==> src/rtl/dma_link_pkg.sv <==
package dma_link_pkg;
  typedef enum logic [1:0] {
    LC_NONE  = 2'b00,
    LC_CHAIN = 2'b01,
    LC_STEAL = 2'b10,
    LC_ZERO  = 2'b11
  } link_cond_e;

  typedef enum logic [1:0] {
    SZ_BYTE = 2'b00,
    SZ_HALF = 2'b01,
    SZ_WORD = 2'b10,
    SZ_LINE = 2'b11
  } xfer_size_e;
endpackage

==> src/rtl/dma_link_cfg_check.sv <==
module dma_link_cfg_check import dma_link_pkg::*; #(
  parameter int NCH        = 4,
  parameter int LINE_BYTES = 16,
  localparam int CH_W      = $clog2(NCH),
  localparam int ALIGN_W   = $clog2(LINE_BYTES)
) (
  input  logic [CH_W-1:0]    own_ch,
  input  logic [1:0]         link_cond,
  input  logic [CH_W-1:0]    link_tgt1,
  input  logic [CH_W-1:0]    link_tgt2,
  input  logic [1:0]         src_size,
  input  logic [1:0]         dst_size,
  input  logic [ALIGN_W-1:0] src_addr_lo,
  input  logic [ALIGN_W-1:0] dst_addr_lo,
  output logic               self_err,
  output logic               align_err
);
  localparam int NEP = 2;

  logic [NEP-1:0][1:0]         size_a;
  logic [NEP-1:0][ALIGN_W-1:0] addr_a;
  logic [NEP-1:0]              mis;

  assign size_a[0] = src_size;
  assign size_a[1] = dst_size;
  assign addr_a[0] = src_addr_lo;
  assign addr_a[1] = dst_addr_lo;

  // Per-endpoint alignment test
  for (genvar e = 0; e < NEP; e++) begin : g_ep
    always_comb begin
      unique case (xfer_size_e'(size_a[e]))
        SZ_BYTE: mis[e] = 1'b0;
        SZ_HALF: mis[e] = addr_a[e][0];
        SZ_WORD: mis[e] = |addr_a[e][1:0];
        default: mis[e] = |addr_a[e];
      endcase
    end
  end

  assign align_err = |mis;
  assign self_err  = (link_cond != LC_NONE) &&
                     ((link_tgt1 == own_ch) || (link_tgt2 == own_ch));
endmodule

==> src/rtl/dma_link_trigger.sv <==
module dma_link_trigger import dma_link_pkg::*; #(
  parameter int NCH   = 4,
  localparam int CH_W = $clog2(NCH)
) (
  input  logic            fire,
  input  logic [1:0]      link_cond,
  input  logic            steal_mode,
  input  logic            bcr_zero,
  input  logic [CH_W-1:0] link_tgt1,
  input  logic [CH_W-1:0] link_tgt2,
  output logic [NCH-1:0]  req_vec
);
  logic use_t1, use_t2;

  always_comb begin
    use_t1 = 1'b0;
    use_t2 = 1'b0;
    if (fire) begin
      unique case (link_cond_e'(link_cond))
        LC_NONE:  ;
        LC_STEAL: use_t1 = steal_mode;
        LC_ZERO:  use_t1 = bcr_zero;
        default: begin
          use_t2 = bcr_zero;
          use_t1 = steal_mode && !bcr_zero;
        end
      endcase
    end
  end

  for (genvar c = 0; c < NCH; c++) begin : g_dec
    assign req_vec[c] = (use_t1 && (link_tgt1 == CH_W'(c))) ||
                        (use_t2 && (link_tgt2 == CH_W'(c)));
  end
endmodule

==> src/rtl/dma_link_ctrl.sv <==
module dma_link_ctrl import dma_link_pkg::*; #(
  parameter int NCH        = 4,
  parameter int BWC_W      = 3,
  parameter int LINE_BYTES = 16,
  localparam int CH_W      = $clog2(NCH),
  localparam int ALIGN_W   = $clog2(LINE_BYTES)
) (
  input  logic               clk,
  input  logic               rst,
  input  logic [CH_W-1:0]    own_ch,
  input  logic [1:0]         link_cond,
  input  logic [CH_W-1:0]    link_tgt1,
  input  logic [CH_W-1:0]    link_tgt2,
  input  logic               steal_mode,
  input  logic [BWC_W-1:0]   bwc_cfg,
  input  logic               err_irq_en,
  input  logic               start_set,
  input  logic [1:0]         src_size,
  input  logic [1:0]         dst_size,
  input  logic [ALIGN_W-1:0] src_addr_lo,
  input  logic [ALIGN_W-1:0] dst_addr_lo,
  input  logic               xfer_done,
  input  logic               bcr_zero,
  input  logic               err_clr,
  output logic [NCH-1:0]     link_req,
  output logic [BWC_W-1:0]   bwc_eff,
  output logic               start_pend,
  output logic               access_go,
  output logic               cfg_err,
  output logic               err_irq
);
  logic self_err, align_err;
  logic [NCH-1:0] req_next;
  logic attempt, new_err, go_next, err_next;

  dma_link_cfg_check #(.NCH(NCH), .LINE_BYTES(LINE_BYTES)) u_check (
    .own_ch      (own_ch),
    .link_cond   (link_cond),
    .link_tgt1   (link_tgt1),
    .link_tgt2   (link_tgt2),
    .src_size    (src_size),
    .dst_size    (dst_size),
    .src_addr_lo (src_addr_lo),
    .dst_addr_lo (dst_addr_lo),
    .self_err    (self_err),
    .align_err   (align_err)
  );

  dma_link_trigger #(.NCH(NCH)) u_trig (
    .fire       (xfer_done && !cfg_err),
    .link_cond  (link_cond),
    .steal_mode (steal_mode),
    .bcr_zero   (bcr_zero),
    .link_tgt1  (link_tgt1),
    .link_tgt2  (link_tgt2),
    .req_vec    (req_next)
  );

  // Start check happens while a start is pending and no error is latched
  assign attempt  = start_pend && !cfg_err;
  assign new_err  = attempt && (self_err || align_err);
  assign go_next  = attempt && !self_err && !align_err;
  assign err_next = (cfg_err && !err_clr) || new_err;

  always_ff @(posedge clk) begin
    if (rst) begin
      link_req   <= '0;
      bwc_eff    <= '0;
      start_pend <= 1'b0;
      access_go  <= 1'b0;
      cfg_err    <= 1'b0;
      err_irq    <= 1'b0;
    end else begin
      link_req   <= req_next;
      bwc_eff    <= (link_cond != LC_NONE) ? '0 : bwc_cfg;
      start_pend <= (go_next || new_err) ? 1'b0 : (start_pend || start_set);
      access_go  <= go_next;
      cfg_err    <= err_next;
      err_irq    <= err_next && err_irq_en;
    end
  end

  assert_onehot_link_R5: assert property (@(posedge clk) disable iff (rst)
    $onehot0(link_req));
  assert_link_pulse_R5: assert property (@(posedge clk) disable iff (rst)
    (link_req != '0) |=> (link_req == '0) || $past(xfer_done));
  assert_bwc_forced_R6: assert property (@(posedge clk) disable iff (rst)
    ($past(link_cond) != 2'b00) |-> (bwc_eff == '0));
  assert_go_clears_start_R9: assert property (@(posedge clk) disable iff (rst)
    access_go |-> !start_pend);
  assert_go_single_R9: assert property (@(posedge clk) disable iff (rst)
    access_go |=> !access_go);
  assert_err_sticky_R10: assert property (@(posedge clk) disable iff (rst)
    (cfg_err && !err_clr) |=> cfg_err);
  assert_err_blocks_link_R10: assert property (@(posedge clk) disable iff (rst)
    cfg_err |=> (link_req == '0));
  assert_no_go_with_err_R10: assert property (@(posedge clk) disable iff (rst)
    access_go |-> !cfg_err);
  assert_irq_needs_err_R11: assert property (@(posedge clk) disable iff (rst)
    err_irq |-> cfg_err);
endmodule

==> config.mk <==
export PLATFORM = sky130hd
export DESIGN_NAME = dma_link_ctrl
export DESIGN_NICKNAME = d
export VERILOG_FILES = /design/src/rtl/dma_link_pkg.sv /design/src/rtl/dma_link_cfg_check.sv /design/src/rtl/dma_link_trigger.sv /design/src/rtl/dma_link_ctrl.sv
export SDC_FILE = /design/constraint.sdc
export NUM_CORES = 1
export LEC_CHECK = 0
export BUFFER_PORTS_ARGS = -buffer_cell sky130_fd_sc_hd__buf_2
export CORE_UTILIZATION = 36
export CTS_CLUSTER_SIZE = 30
export DETAILED_ROUTE_END_ITERATION = 10
export PLACE_DENSITY = 0.8
export SLEW_MARGIN = 20
export SYNTH_ARGS = -nofsm -noshare
export SYNTH_HDL_FRONTEND = slang
export SYNTH_SLANG_ARGS = --single-unit
==> constraint.sdc <==
create_clock -name clk -period 1.5 [get_ports clk]
set_input_delay 0.375 -clock clk [delete_from_list [all_inputs] [get_ports clk]]
set_output_delay 0.375 -clock clk [all_outputs]
set_load 0.01 [all_outputs]
==> results.sh <==
export IMPL_status="finished clean"
export IMPL_utilization_pct=59.7
export IMPL_floorplan_die_height_um=40.1
export IMPL_dp_cells=113
export IMPL_crit_family="compound AO/OA/AOI/OAI gates"
export IMPL_antenna_found_initial=0
export IMPL_synth_edf_count=0
export IMPL_synth_main_ff_cell="sky130_fd_sc_hd__dfxtp_1"
export IMPL_timing_rr_start="cfg_err"
export IMPL_report_final_slew_viol_count=0
export IMPL_worst_setup_path_startpoint="link_cond[0]"
export IMPL_grt_overflow=0
export IMPL_hold_buffers=0
export IMPL_cp_end_kind="flop"
export IMPL_p_per_area_nw_per_um2=781
export IMPL_yosys_register_bits=11
export IMPL_count_of_non_filler_cells_in_the_finished_layout=117
export IMPL_number_of_distinct_library_cell_variants_in_the_gate_level_netlist_after_synthesis=27
export IMPL_diodes=0
export IMPL_critical_path_buf_inv_count=1
export IMPL_slew_headroom_pct=79.2
export IMPL_drcViolationCount=0
export IMPL_cts_buffers_inserted=3
export IMPL_post_syn_nets=86
export IMPL_synthesis_area_per_instance_um2=9.49
export IMPL_dieWidth_um=40.1
export IMPL_cts_num_sinks=11
export IMPL_max_freq_mhz=790
export IMPL_post_route_min_period_ns=1.27
export IMPL_crit_path_max_fanout=3
export IMPL_core_area_um2=1320
export IMPL_peakVddDrop_mv=0.325
export IMPL_finalWeightedCongestion=0.795
export IMPL_final_nets=134
export IMPL_global_route_usage_total_pct=17.3
export IMPL_grt_pass1_vias=488
export IMPL_power_switching_share_pct=23.7
export IMPL_power_leakage_nw=0.404
export IMPL_clockBufferDepth=2
export IMPL_min_delay_worst_endpoint="bwc_eff[2]"
export IMPL_skew_ns=0.00269
export IMPL_setup_crit_start_kind="input pin"
export IMPL_ff2ff_path_depth=4
export IMPL_drv_max_cap_violation_count=0
export IMPL_place_detailed_hpwl_um=1030
export IMPL_async_flop_share_pct=0
export IMPL_ys_seq_area_share_pct=42.2
export IMPL_post_drt_via_cell_ratio=4.72
export IMPL_routedWlPerCell_um=9.95
export IMPL_synthToLayoutAreaGrowth_pct=50.8
export IMPL_ctsResizeCount=0
export IMPL_grt_max_degree=8
export IMPL_clock_tree_from_tritoncts="built"
export IMPL_p_clk_share_pct=30.7
export IMPL_setup_worst_path_class="in2reg"
export IMPL_yosys_top_cells_area="sky130_fd_sc_hd__dfxtp_1, sky130_fd_sc_hd__xor2_1, sky130_fd_sc_hd__o21ai_0"
export IMPL_floorplan_initialDensity_pct=39.6
export IMPL_ys_warn_count=0
export IMPL_postSynthCellCount=55
export IMPL_min_period_over_period_pct=84.4
export IMPL_syn_area_um2=522
export IMPL_critical_path_slowest_cell="sky130_fd_sc_hd__mux2_4"
export IMPL_max_slew_worst_pin_slew_ns=0.310
export IMPL_finalWirelength_um=1160
export IMPL_clk_insertion_delay_late_ns=0.26
export IMPL_clock_root_buffer="sky130_fd_sc_hd__clkbuf_4"
export IMPL_cp_slowest_stage_delay_ns=0.30
export IMPL_share_comb_of_total_power_pct=19.4
export IMPL_cp_required_ns=1.65
export IMPL_detail_route_iter0_violations=3
export IMPL_cts_reportedPaths_clkPinSlew_ns=0.06
export IMPL_grt_first_pass_wirelength_um=1830
export IMPL_hold_path_class="in2reg"
export IMPL_dieArea_um2=1610
export IMPL_timing_rr_end="link_req[3]"
export IMPL_grt_setup_unrepaired="no"
export IMPL_layout_drive_gt1_share_pct=48.0
export IMPL_cts_post_setup_buffers_inserted=0
export IMPL_dr_total_vias=552
export IMPL_yosys_area_top_type="sky130_fd_sc_hd__dfxtp_1"
export IMPL_first_pass_iters=2
export IMPL_timing_hold_worst_start="bwc_cfg[2]"
export IMPL_yosysMostFrequentCell="sky130_fd_sc_hd__dfxtp_1"
export IMPL_setup_violations_final=0
export IMPL_internal_power_uw=469
export IMPL_holdPathStages=2
export IMPL_ff2ff_setup_slack_ns=0.36
export IMPL_totalPowerFinal_uw=615
export IMPL_synthTopCellsByCount="sky130_fd_sc_hd__dfxtp_1, sky130_fd_sc_hd__inv_1, sky130_fd_sc_hd__o21ai_0, sky130_fd_sc_hd__xor2_1, sky130_fd_sc_hd__and2_1"
export IMPL_boundaryPins=42
export IMPL_htree_levels=1
export IMPL_report_final_hold_viol_count=0
export IMPL_p_switching_uw=146
export IMPL_p_seq_share_pct=49.9
export IMPL_worstPathArrival_ns=1.42
export IMPL_postRouteAntennaNets=0
export IMPL_io_buffers=41
export IMPL_row_count=13
export IMPL_fin_setup_tns_ns=0
export IMPL_yosys_area_top_type_share_pct=42.2
export IMPL_worstPathCellList="buf_2 -> mux2_4 -> a21oi_2 -> nor4b_2 -> and2b_1 -> a32o_1"
-- power by group through the flow --
stage          clock network, mW  registers (mW)  logic (mW)
5_1_grt                    0.214           0.309       0.133
4_1_cts                    0.198           0.307       0.120
3_3_place_gp                   0           0.314       0.115
3_5_place_dp                   0           0.314       0.120
2_1_floorplan                  0           0.318      0.0469
6_report                   0.189           0.307       0.119
-- final cells by class --
class | instances | area [um2]
multi-input cells | 40 | 287
fillers | 124 | 531
clock buffers | 4 | 26.3
flip-flops and latches | 11 | 220
inverters | 4 | 15.0
repair buffers | 43 | 220
well taps | 15 | 18.8
-- worst max path at each step --
stage,slack [ns],endpoint,depth (start not counted)
3_5_place_dp,-0.04,link_req[0],6
5_1_grt,0.18,cfg_err,1
6_report,0.23,link_req[0],6
4_1_cts,0.23,cfg_err,1
3_3_place_gp,0.03,link_req[0],6
2_1_floorplan,0.18,link_req[0],5
-- registers in the layout, indices dropped and copies added (netlist names) --
signal	flops
access_go	1
bwc_eff	3
cfg_err	1
err_irq	1
link_req	4
start_pend	1
-- cells by family (layout without fill, tap and decap cells) --
| kind of cell | Yosys count | count (layout) | share of synthesized area, % |
|---|---|---|---|
| and+or+nand+nor | 18 | 18 | 23.3 |
| AOI/OAI and AO/OA | 16 | 16 | 20.1 |
| DFF | 11 | 11 | 42.2 |
| xor gates and xnor gates | 4 | 4 | 6.71 |
| buffers and inverters | 4 | 51 | 2.88 |
| muxes | 2 | 2 | 4.80 |
-- metal layers --
| metal | global-route usage [%] | vias to the layer above | part of all wire, % | routed length (um) |
|---|---|---|---|---|
| met1 | 19.6 | 222 | 44 | 512 |
| met3 | 0 | 0 | 7.6 | 89 |
| met5 | 0 | - | 0 | 0 |
| li1 | - | 298 | - | - |
| met2 | 30.6 | 32 | 48 | 562 |
| met4 | 12.9 | 0 | 0 | 0 |
-- placed cells by master (no fill, tap or decap), types with 3 or more instances in the layout --
master	synthesis	routed
sky130_fd_sc_hd__dfxtp_1	11	11
sky130_fd_sc_hd__buf_2	0	41
sky130_fd_sc_hd__and2_1	3	3
sky130_fd_sc_hd__o21ai_0	4	4
sky130_fd_sc_hd__clkbuf_4	0	3
sky130_fd_sc_hd__xor2_1	4	4
sky130_fd_sc_hd__inv_1	4	4
-- through the flow --
step / worst slack [ns] / hold slack [ns] / cell area, um2
3_3_place_gp: 0.0302 / 0.489 / 761
6_report: 0.233 / 0.315 / 787
5_1_grt: 0.179 / 0.294 / 787
3_5_place_dp: -0.0402 / 0.490 / 761
2_1_floorplan: 0.176 / 0.444 / 522
4_1_cts: 0.230 / 0.307 / 787
-- worst reg2reg max path: cells and delay by family (launching register included) --
family          cells  cell delay (ns)
simple gates        2             0.37
flops               1             0.37
buf+inv             1             0.17
compound gates      1             0.16
Power figures use the tool's default switching activity.
